===== src/rtl/spi_evt_pkg.sv =====
package spi_evt_pkg;
    typedef enum logic [1:0] {
        SEL_MODE  = 2'd0,
        SEL_EVENT = 2'd1,
        SEL_MASK  = 2'd2
    } reg_sel_e;

    typedef enum logic {
        FLAG_IDLE    = 1'b0,
        FLAG_PENDING = 1'b1
    } flag_state_e;

    typedef enum logic {
        IRQ_QUIET  = 1'b0,
        IRQ_RAISED = 1'b1
    } irq_state_e;

    // flag order inside the 4-bit flag vector; bit position = FLAG_LSB + index
    localparam int FLAG_LSB   = 8;
    localparam int NUM_FLAGS  = 4;
    localparam int IDX_TXNF   = 0;
    localparam int IDX_RXAV   = 1;
    localparam int IDX_TXOVF  = 2;
    localparam int IDX_RXOVF  = 3;

    localparam int FIELD_W    = 6;   // width of count and threshold fields
    localparam int RXCNT_LSB  = 24;
    localparam int TXCNT_LSB  = 16;
    localparam int TXTHR_LSB  = 8;
    localparam int RXTHR_LSB  = 0;
    localparam int TXTHR_RST  = 4;
    localparam int RXTHR_RST  = 3;
endpackage


===== src/rtl/fifo_level.sv =====
module fifo_level #(
    parameter int DEPTH = 32,
    localparam int CNT_W = $clog2(DEPTH + 1)
) (
    input  logic             clk,
    input  logic             rst_n,
    input  logic             push,
    input  logic             pop,
    output logic [CNT_W-1:0] cnt,
    output logic             ovf
);
    localparam logic [CNT_W-1:0] FULL = CNT_W'(DEPTH);

    always_ff @(posedge clk) begin
        if (!rst_n) begin
            cnt <= '0;
        end else begin
            unique case ({push, pop})
                2'b10:   if (cnt != FULL) cnt <= cnt + 1'b1;
                2'b01:   if (cnt != '0)   cnt <= cnt - 1'b1;
                default: cnt <= cnt;
            endcase
        end
    end

    assign ovf = push & ~pop & (cnt == FULL);

    a_r2_cap: assert property (@(posedge clk) disable iff (!rst_n)
        cnt <= FULL);
    a_r1_hold: assert property (@(posedge clk) disable iff (!rst_n)
        (push && pop) |=> $stable(cnt));
    a_r2_full_hold: assert property (@(posedge clk) disable iff (!rst_n)
        (push && !pop && cnt == FULL) |=> (cnt == FULL));
endmodule


===== src/rtl/evt_flag.sv =====
module evt_flag
    import spi_evt_pkg::*;
(
    input  logic clk,
    input  logic rst_n,
    input  logic set_i,
    input  logic clr_i,
    output logic pend_o
);
    flag_state_e state_q, state_d;

    always_comb begin
        state_d = state_q;
        unique case (state_q)
            FLAG_IDLE:    if (set_i && !clr_i) state_d = FLAG_PENDING;
            FLAG_PENDING: if (clr_i)           state_d = FLAG_IDLE;
            default:      state_d = FLAG_IDLE;
        endcase
    end

    always_ff @(posedge clk) begin
        if (!rst_n) state_q <= FLAG_IDLE;
        else        state_q <= state_d;
    end

    always_comb pend_o = (state_q == FLAG_PENDING);

    a_r6_clear: assert property (@(posedge clk) disable iff (!rst_n)
        clr_i |=> !pend_o);
    a_r7_reassert: assert property (@(posedge clk) disable iff (!rst_n)
        (set_i && !clr_i) |=> pend_o);
endmodule


===== src/rtl/irq_ctl.sv =====
module irq_ctl
    import spi_evt_pkg::*;
(
    input  logic clk,
    input  logic rst_n,
    input  logic any_i,
    output logic irq_o
);
    irq_state_e state_q, state_d;

    always_comb begin
        state_d = state_q;
        unique case (state_q)
            IRQ_QUIET:  if (any_i)  state_d = IRQ_RAISED;
            IRQ_RAISED: if (!any_i) state_d = IRQ_QUIET;
            default:    state_d = IRQ_QUIET;
        endcase
    end

    always_ff @(posedge clk) begin
        if (!rst_n) state_q <= IRQ_QUIET;
        else        state_q <= state_d;
    end

    always_comb irq_o = (state_q == IRQ_RAISED);
endmodule


===== src/rtl/spi_fifo_evt.sv =====
module spi_fifo_evt
    import spi_evt_pkg::*;
#(
    parameter int DEPTH = 32
) (
    input  logic        clk,
    input  logic        rst_n,
    input  logic        tx_push,
    input  logic        tx_pop,
    input  logic        rx_push,
    input  logic        rx_pop,
    input  logic        xfer_end,
    input  logic        reg_wr,
    input  logic [1:0]  reg_sel,
    input  logic [31:0] reg_wdata,
    output logic [31:0] event_word,
    output logic        irq
);
    localparam int CNT_W = $clog2(DEPTH + 1);
    localparam int CMP_W = (CNT_W > FIELD_W) ? CNT_W : FIELD_W;

    logic [CNT_W-1:0]     tx_cnt, rx_cnt;
    logic                 tx_ovf, rx_ovf;
    logic [FIELD_W-1:0]   tx_thr_q, rx_thr_q;
    logic [NUM_FLAGS-1:0] mask_q, flag_set, flag_clr, flag_pend;
    logic                 tail_q;
    logic                 wr_mode, wr_event, wr_mask;
    logic                 unused_wdata;
    reg_sel_e             sel;

    assign unused_wdata = ^{reg_wdata[31:14], reg_wdata[7:6]};

    always_comb begin
        sel      = reg_sel_e'(reg_sel);
        wr_mode  = reg_wr && (sel == SEL_MODE);
        wr_event = reg_wr && (sel == SEL_EVENT);
        wr_mask  = reg_wr && (sel == SEL_MASK);
    end

    fifo_level #(.DEPTH(DEPTH)) u_tx_level (
        .clk(clk), .rst_n(rst_n), .push(tx_push), .pop(tx_pop),
        .cnt(tx_cnt), .ovf(tx_ovf)
    );

    fifo_level #(.DEPTH(DEPTH)) u_rx_level (
        .clk(clk), .rst_n(rst_n), .push(rx_push), .pop(rx_pop),
        .cnt(rx_cnt), .ovf(rx_ovf)
    );

    always_ff @(posedge clk) begin
        if (!rst_n) begin
            tx_thr_q <= FIELD_W'(TXTHR_RST);
            rx_thr_q <= FIELD_W'(RXTHR_RST);
            mask_q   <= '0;
            tail_q   <= 1'b0;
        end else begin
            if (wr_mode) begin
                tx_thr_q <= reg_wdata[TXTHR_LSB +: FIELD_W];
                rx_thr_q <= reg_wdata[RXTHR_LSB +: FIELD_W];
            end
            if (wr_mask) mask_q <= reg_wdata[FLAG_LSB +: NUM_FLAGS];
            tail_q <= xfer_end | (tail_q & (rx_cnt != '0));
        end
    end

    always_comb begin
        flag_set[IDX_TXNF]  = CMP_W'(tx_cnt) <= CMP_W'(tx_thr_q);
        flag_set[IDX_RXAV]  = (CMP_W'(rx_cnt) > CMP_W'(rx_thr_q))
                            | (tail_q & (rx_cnt != '0));
        flag_set[IDX_TXOVF] = tx_ovf;
        flag_set[IDX_RXOVF] = rx_ovf;
        flag_clr = wr_event ? reg_wdata[FLAG_LSB +: NUM_FLAGS] : '0;
    end

    for (genvar g = 0; g < NUM_FLAGS; g++) begin : g_flag
        evt_flag u_flag (
            .clk(clk), .rst_n(rst_n),
            .set_i(flag_set[g]), .clr_i(flag_clr[g]),
            .pend_o(flag_pend[g])
        );
    end

    irq_ctl u_irq (
        .clk(clk), .rst_n(rst_n),
        .any_i(|(flag_pend & mask_q)),
        .irq_o(irq)
    );

    always_comb begin
        event_word = '0;
        event_word[RXCNT_LSB +: FIELD_W]  = FIELD_W'(rx_cnt);
        event_word[TXCNT_LSB +: FIELD_W]  = FIELD_W'(tx_cnt);
        event_word[FLAG_LSB +: NUM_FLAGS] = flag_pend;
    end

    a_r3_rx_above: assert property (@(posedge clk) disable iff (!rst_n)
        ((CMP_W'(rx_cnt) > CMP_W'(rx_thr_q)) && !flag_clr[IDX_RXAV])
            |=> event_word[FLAG_LSB + IDX_RXAV]);
    a_r5_tx_room: assert property (@(posedge clk) disable iff (!rst_n)
        ((CMP_W'(tx_cnt) <= CMP_W'(tx_thr_q)) && !flag_clr[IDX_TXNF])
            |=> event_word[FLAG_LSB + IDX_TXNF]);
    a_r9_irq_on: assert property (@(posedge clk) disable iff (!rst_n)
        (|(flag_pend & mask_q)) |=> irq);
    a_r9_irq_off: assert property (@(posedge clk) disable iff (!rst_n)
        !(|(flag_pend & mask_q)) |=> !irq);
    a_r6_counts_kept: assert property (@(posedge clk) disable iff (!rst_n)
        (wr_event && !tx_push && !tx_pop) |=> $stable(tx_cnt));
endmodule


===== config.mk =====
export PLATFORM = sky130hd
export DESIGN_NAME = spi_fifo_evt
export DESIGN_NICKNAME = d
export VERILOG_FILES = /design/src/rtl/spi_evt_pkg.sv /design/src/rtl/fifo_level.sv /design/src/rtl/evt_flag.sv /design/src/rtl/irq_ctl.sv /design/src/rtl/spi_fifo_evt.sv
export SDC_FILE = /design/constraint.sdc
export NUM_CORES = 1
export LEC_CHECK = 0
export BUFFER_PORTS_ARGS = -buffer_cell sky130_fd_sc_hd__buf_4
export CORE_MARGIN = 2
export CORE_UTILIZATION = 30
export DETAILED_ROUTE_END_ITERATION = 12
export GPL_ROUTABILITY_DRIVEN = 1
export PLACE_DENSITY_LB_ADDON = 0.1
export SLEW_MARGIN = 30
export SYNTH_ARGS = -nofsm -noshare
export SYNTH_HDL_FRONTEND = slang
export SYNTH_HIERARCHICAL = 1
export SYNTH_SLANG_ARGS = --single-unit
export TNS_END_PERCENT = 30

===== constraint.sdc =====
create_clock -name clk -period 1.82 [get_ports clk]
set_clock_uncertainty 0.2 [all_clocks]
set_input_delay 0.091 -clock clk [delete_from_list [all_inputs] [get_ports clk]]
set_output_delay 0.091 -clock clk [all_outputs]
set_load 0.005 [all_outputs]

* Word-level counts from Yosys, hierarchy flattened
Index checks and enable logic that the tools add are counted.
** Word-level totals
- Input port bits :: 42
- RAM bits :: 0
- Memories :: 0
- Latch bits :: 0
- Logic and storage cells :: 84
- Register bits :: 34
- Bits in read-only memories :: 0
** Operators by class
- Magnitude comparators :: 2
- Multiplexer cells :: 20
- Shift-type cells :: 0
- Add/sub/neg operators :: 4
- Eq/ne operators :: 14
- Reductions and logical operators :: 19
- Bitwise operators :: 14
- Div/mod/pow operators :: 0
- Multiply operators :: 0
** Operator list (count)
- $mux 6 :: 4
- $pmux 6 s2 :: 2
- $add 6x1->6 const B :: 2
- $eq 6x6->1 const B :: 2
- $ne 6x6->1 const B :: 2
- $reduce_bool 6->1 :: 2
- $sub 6x1->6 const B :: 2
- $mux 1 :: 9
- $pmux 1 s2 :: 4
- $logic_and 1x1->1 :: 7
- $eq 2x1->1 const B :: 3
- $eq 2x2->1 const B :: 3
- $gt 6x6->1 :: 1
- $le 6x6->1 :: 1
- $ne 2x1->1 const B :: 3
- $not 1->1 :: 6
- $reduce_and 3->1 :: 2
- $and 1x1->1 :: 5
- $and 4x4->4 :: 1
- $logic_not 1->1 :: 4
- $mux 4 :: 1
- $reduce_bool 2->1 :: 2
- $reduce_or 4->1 :: 1
- $logic_not 2->1 :: 1
- 2 further kinds :: 3

* Logic depth before layout (Yosys ltp)
- Depth in word-level cells :: 7
- Mapped depth :: 8
- Gate-level depth less buffers :: 8

* By module
The synthesis kept the hierarchy.
** By module, submodules not included
- spi_fifo_evt :: area each 1114.8 µm², instances 1, cells each 135, seq. area each 340.3 µm²
- fifo_level :: area each 459.2 µm², instances 2, cells each 51, seq. area each 120.1 µm²
- evt_flag :: area each 36.3 µm², instances 4, cells each 3, seq. area each 20.0 µm²
- irq_ctl :: area each 26.3 µm², instances 1, cells each 2, seq. area each 20.0 µm²

* Least setup slack after synthesis
Ideal clock, no wire load.
- Kind :: register to register
- Start point :: reg u_rx_level.cnt[1]
- End point :: reg u_rx_level.cnt[4]
- Setup slack :: -1 ps
- Data arrival time :: 1549 ps
- Cell stages (with the launch flop) :: 6
- Clock period less this slack :: 1821 ps
- Data required time :: 1548 ps
- Cell sequence :: dfxtp_1 xnor2_1 ha_1 or3_1 a22oi_1 mux2i_1
** On the way
- Cells in the longest elaborated chain, start to end :: 3
- Elaborated cells between the ends (all ways) :: 10
- Those cells by class :: add/sub: 2; eq/ne: 3; mux: 3; reduce/logical: 2
** Ends and longest elaborated chain
- from (decl) :: line fifo_level.sv:9 : output logic [CNT_W-1:0] cnt,
- from (signal assigned) :: line fifo_level.sv:19 : 2'b10: if (cnt != FULL) cnt <= cnt + 1'b1;
- from (signal assigned) :: line fifo_level.sv:20 : 2'b01: if (cnt != '0) cnt <= cnt - 1'b1;
- from (signal assigned) :: line fifo_level.sv:21 : default: cnt <= cnt;
- $sub 6x1->6, or another cell as far along :: line fifo_level.sv:20
- $mux 6, or another cell as far along :: line fifo_level.sv:20
- $pmux 6 s2 / $reduce_and 3->1 (equally long branches)
Several ways; a longest one is shown, not always the timed one. The select of a mux whose other input is x is not followed.
A chain may end at the register's enable or synchronous reset.

* Worst setup path in the final report
- Start point :: reg u_tx_level.cnt[1]
- End point :: reg u_tx_level.cnt[5]
** On the way
- Cells in the longest elaborated chain, start to end :: 3
- Elaborated cells between the ends (all ways) :: 10
- Those cells by class :: add/sub: 2; eq/ne: 3; mux: 3; reduce/logical: 2
** Ends and longest elaborated chain (line)
- from (decl) :: fifo_level.sv:9
- from (signal assigned) :: fifo_level.sv:19
- from (signal assigned) :: fifo_level.sv:20
- from (signal assigned) :: fifo_level.sv:21
- $sub 6x1->6, or another cell as far along :: fifo_level.sv:20
- $mux 6, or another cell as far along :: fifo_level.sv:20
- $pmux 6 s2 / $reduce_and 3->1 (equally long branches)
Several ways; a longest one is shown, not always the timed one. The select of a mux whose other input is x is not followed.

==> flow_results.org <==
** Run status
- Result of the run :: completed

** Clock network
- CTS H-tree depth :: 2
- Root buf cell :: sky130_fd_sc_hd__clkbuf_8
- After clock tree synthesis, the clock-pin slew on the worst setup and hold paths is 0.08 ns.
- CTS Buffer Depth :: 2
- Number of sinks on the clock net :: 34
- Clock tree from TritonCTS :: built
- Buffers added to address setup during post-CTS repair amount to 0.
- Clock insertion delay at the later pin of the skew report :: between 0.2 and 0.3 ns
- TritonCTS created 5 clock buffers.

** Placed design
- Placed Cells incl. Taps :: around 400
- Half-perimeter wire length after placement :: 3660 um
- Number of buffers inserted by port buffering :: 38
- Final GP Congestion :: 0.737

** Global route
- Pin count of the biggest net entering global routing :: 32
- Initial antenna violation count :: 0
- Gr usage total :: around an eighth
- The via count of the first global-routing pass is around 1,700.
- The first global-routing pass estimated 8270 um of wire.
- Global route overflow :: 0

** Finish
- Cells fill 41.0% of the core in the end.
- Multi-input gate area in the final layout :: 1390 um^2
- Count of antenna diodes in the layout :: 0
- Proportion of layout cells with a drive suffix above 1 :: 31.2%
- Layout overhead on the synthesized area :: 33.4%
- Sequential cell area :: 696 um^2
- For this run, the number of standard cells in the final layout without fillers is 423.
- Filler Cell Count :: 758
- In the final design database the tool counted approximately 380 nets.

** Pwr
- Of the total power, the share spent switching nets is 29.4%.
- In this run, the combinational gates consume 27.6% of the power.
- Sequential cells account for between 40% and 50% of the total power.
- For this design the total switching power over the nets is 590 uW.
- Final Power :: 2000 uW
- In this run the power density over the cells is between 600 and 700 nW/um^2.
- Peak supply drop :: 0.242 mV
- Int Pwr :: 1410 uW
- Portion of total power attributed to the clock network :: 29.7%
- Leakage component of the power :: between 0.001 and 0.0015 uW

** STA
- Final slew viol count :: 0
- RSZ-0062 raised after global routing :: yes
- Final-report hold violation count :: 0
- Final period util :: 98.3%
- Setup violations remaining at the end of the flow were counted as 0.
- Maximum clock frequency :: 0.559 GHz
- Setup total negative slack :: 0 ns
- Minimum clock period after layout :: 1.79 ns

** Drt
- The first detailed-routing pass ran for 4 iterations.
- Count of routing violations after the opening detailed-route iteration :: 41
- Routed wirelength normalized by instance count :: 11.7 um
- The count of nets left with antenna violations once routing finished came out at 0.
- Dividing the detail-routed via count by the number of cells gives 4.43.
- Summing over every cut layer, the via total after detailed routing is 1,872.
- Final routed DRC violation total :: 0
- Final Routed Wirelength :: 4960 um

** Worst setup path
- Worst setup EP type :: flop
- Worst Path Required :: 1.85 ns
- Register-to-register setup slack :: ~0.032 ns
- Maximum fanout count along the critical path :: 5
- The worst register-to-register path ends at u_tx_level/cnt[5].
- In this run the critical register-to-register path is launched from u_tx_level/cnt[1].
- CP startpoint kind :: flop
- STA puts the critical path data arrival time at 1.81 ns.
- The worst setup path is of the flop to flop kind.
- R2r worst-path depth :: 5

** Floorplan
- In this run the vertical extent of the chip is 89.7 um.
- The die covers 8050 um^2.
- For this design the top-level I/O count stands at 75.
- The die is between 80 and 90 um wide.
- The core region is 7180 um^2.
- The initial utilization of the core area, before any placement, comes to 30.7%.
- After floorplanning, the core was divided into 31 placement rows.

** Worst hold path
- The worst hold path terminates at u_tx_level/cnt[2].
- Count of cells along the worst hold path :: 5
- Path category of the worst min-delay check :: primary input to flop
- The worst hold path begins at tx_push.

** Flow run
- Across the run, the number of max-cap violations was 0.

** Synthesis
- Syn. warnings :: 6
- Post-Synthesis Cells :: about 250
- Average size of a mapped cell :: just under 9 um^2
- In the synthesized netlist the async set-or-reset flop fraction comes to 0%.
- Count of flip-flops with a built-in enable after synthesis :: 0
- Flops & latches, synth :: 34
- Yosys cell types :: between 40 and 50
- Post-synthesis sequential area ratio :: between 30% and 40%
- Post-synth top flop :: sky130_fd_sc_hd__dfxtp_1
- Post-Syn Area :: between 2000 and 2500 um^2
[cell type report]
class | instances | area share, %
tap | 99 | 4.21
multi-input combinational | 196 | 47.3
inverter | 13 | 1.66
clock inverter | 2 | 0.425
clock buffer | 6 | 2.81
timing repair buffer | 73 | 20.0
sequential | 34 | 23.6
[state kept, by name, summed over array words and instances (netlist names)]
| register | count |
|---|---|
| tail_q | 1 |
| u_rx_level/cnt | 6 |
| u_tx_level/cnt | 6 |
| tx_thr_q | 6 |
| u_irq/irq_o | 1 |
| mask_q | 4 |
| rx_thr_q | 6 |
| g_flag.u_flag/pend_o | 4 |
[power groups by stage]
| stage | Sequential, uW | Combinational [uW] | Clock, uW |
|---|---|---|---|
| 2_1_floorplan | 871 | 320 | 0 |
| 3_3_place_gp | 871 | 511 | 0 |
| 3_5_place_dp | 869 | 514 | 0 |
| 4_1_cts | 854 | 543 | 623 |
| 5_1_grt | 865 | 621 | 655 |
| 6_report | 854 | 554 | 596 |
[layout by cell type, fill, tap and decap left out, drive strengths merged, types with 6 or more instances in the layout]
master,count
nor2,9
a21oi,10
nor2b,7
mux2i,12
and3,6
dfxtp,34
a21boi,12
nand2,35
dlygate4sd3,16
nand4,7
clkbuf,6
ha,14
buf,57
nand2b,8
inv,13
conb,16
a22oi,8
[per-stage QoR]
step                hold slack (ns)  area [um^2]  setup slack (ns)
floorplan                    0.0148         2260            0.0112
global placement              0.103         2640           -0.0313
detailed placement            0.102         2640          -0.00918
CTS                          0.0445         2900            0.0145
global route                 0.0541         2940           -0.0458
finish                       0.0431         2940            0.0315
[cell usage after synthesis (4+ instances only)]
master | number | area (um^2)
sky130_fd_sc_hd__nand2b_1 | 8 | 50.1
sky130_fd_sc_hd__a22oi_1 | 6 | 45.0
sky130_fd_sc_hd__nand2_1 | 35 | 131
sky130_fd_sc_hd__o21a_1 | 5 | 37.5
sky130_fd_sc_hd__nor2_1 | 9 | 33.8
sky130_fd_sc_hd__and2_1 | 5 | 31.3
sky130_fd_sc_hd__or2b_2 | 4 | 35.0
sky130_fd_sc_hd__ha_1 | 14 | 175
sky130_fd_sc_hd__buf_4 | 18 | 135
sky130_fd_sc_hd__mux2i_1 | 12 | 120
sky130_fd_sc_hd__nor3b_2 | 5 | 62.6
sky130_fd_sc_hd__dfxtp_1 | 34 | 681
sky130_fd_sc_hd__a21o_2 | 4 | 35.0
sky130_fd_sc_hd__a21oi_1 | 10 | 50.1
sky130_fd_sc_hd__or3_1 | 4 | 25.0
sky130_fd_sc_hd__and3_2 | 4 | 30.0
sky130_fd_sc_hd__a21boi_0 | 12 | 90.1
sky130_fd_sc_hd__inv_1 | 13 | 48.8
sky130_fd_sc_hd__nand4_1 | 7 | 43.8
sky130_fd_sc_hd__nor2b_1 | 7 | 43.8
[per-layer routing]
| layer | global-route usage [%] | up-vias | share of wire (%) |
|---|---|---|---|
| met2 | 19.3 | 39 | 45 |
| met4 | 3.08 | 0 | 1.1 |
| met3 | 3.19 | 5 | 4.0 |
| met5 | 0 | - | 0 |
| li1 | - | 989 | - |
| met1 | 17.4 | 839 | 50 |
[worst max path at each step]
stage	from	endpoint	slack (ns)	cells past startpoint
2_1_floorplan	u_tx_level/cnt[1]	u_tx_level/cnt[4]	0.01	5
3_3_place_gp	u_rx_level/cnt[2]	g_flag[1].u_flag/pend_o	-0.03	7
3_5_place_dp	u_rx_level/cnt[2]	g_flag[1].u_flag/pend_o	-0.009	7
4_1_cts	u_rx_level/cnt[1]	g_flag[1].u_flag/pend_o	0.01	5
5_1_grt	u_rx_level/cnt[3]	u_rx_level/cnt[5]	-0.05	4
6_report	u_tx_level/cnt[1]	u_tx_level/cnt[5]	0.03	5
[logic make-up (layout without fill, tap and decap cells)]
logic type      after synthesis  after routing  synth area share (%)
flops                        34             34                  30.9
mux                          12             12                  5.45
xor+xnor                      2              2                 0.795
compound gates               46             46                  15.2
buf+inv                      36             94                  10.2
simple gates                106            106                  29.4
other cells                   1             16                 0.170
fa+ha+maj                    14             14                  7.95
[critical path, stage by stage (launching register included)]
cell and delay, ns:
sky130_fd_sc_hd__dfxtp_2 0.36, sky130_fd_sc_hd__buf_4 0.16, sky130_fd_sc_hd__nor4_4 0.26, sky130_fd_sc_hd__or3b_1 0.38, sky130_fd_sc_hd__a22oi_2 0.18, sky130_fd_sc_hd__mux2i_1 0.19
[repair_timing]
item	in CTS	in global routing
endpoints found under the hold margin	23	0
hold buffers	16	0
gates resized for setup	3	13
endpoints found under the setup margin	6	9
pin swaps	1	3
(Power assumes the default switching activity.)
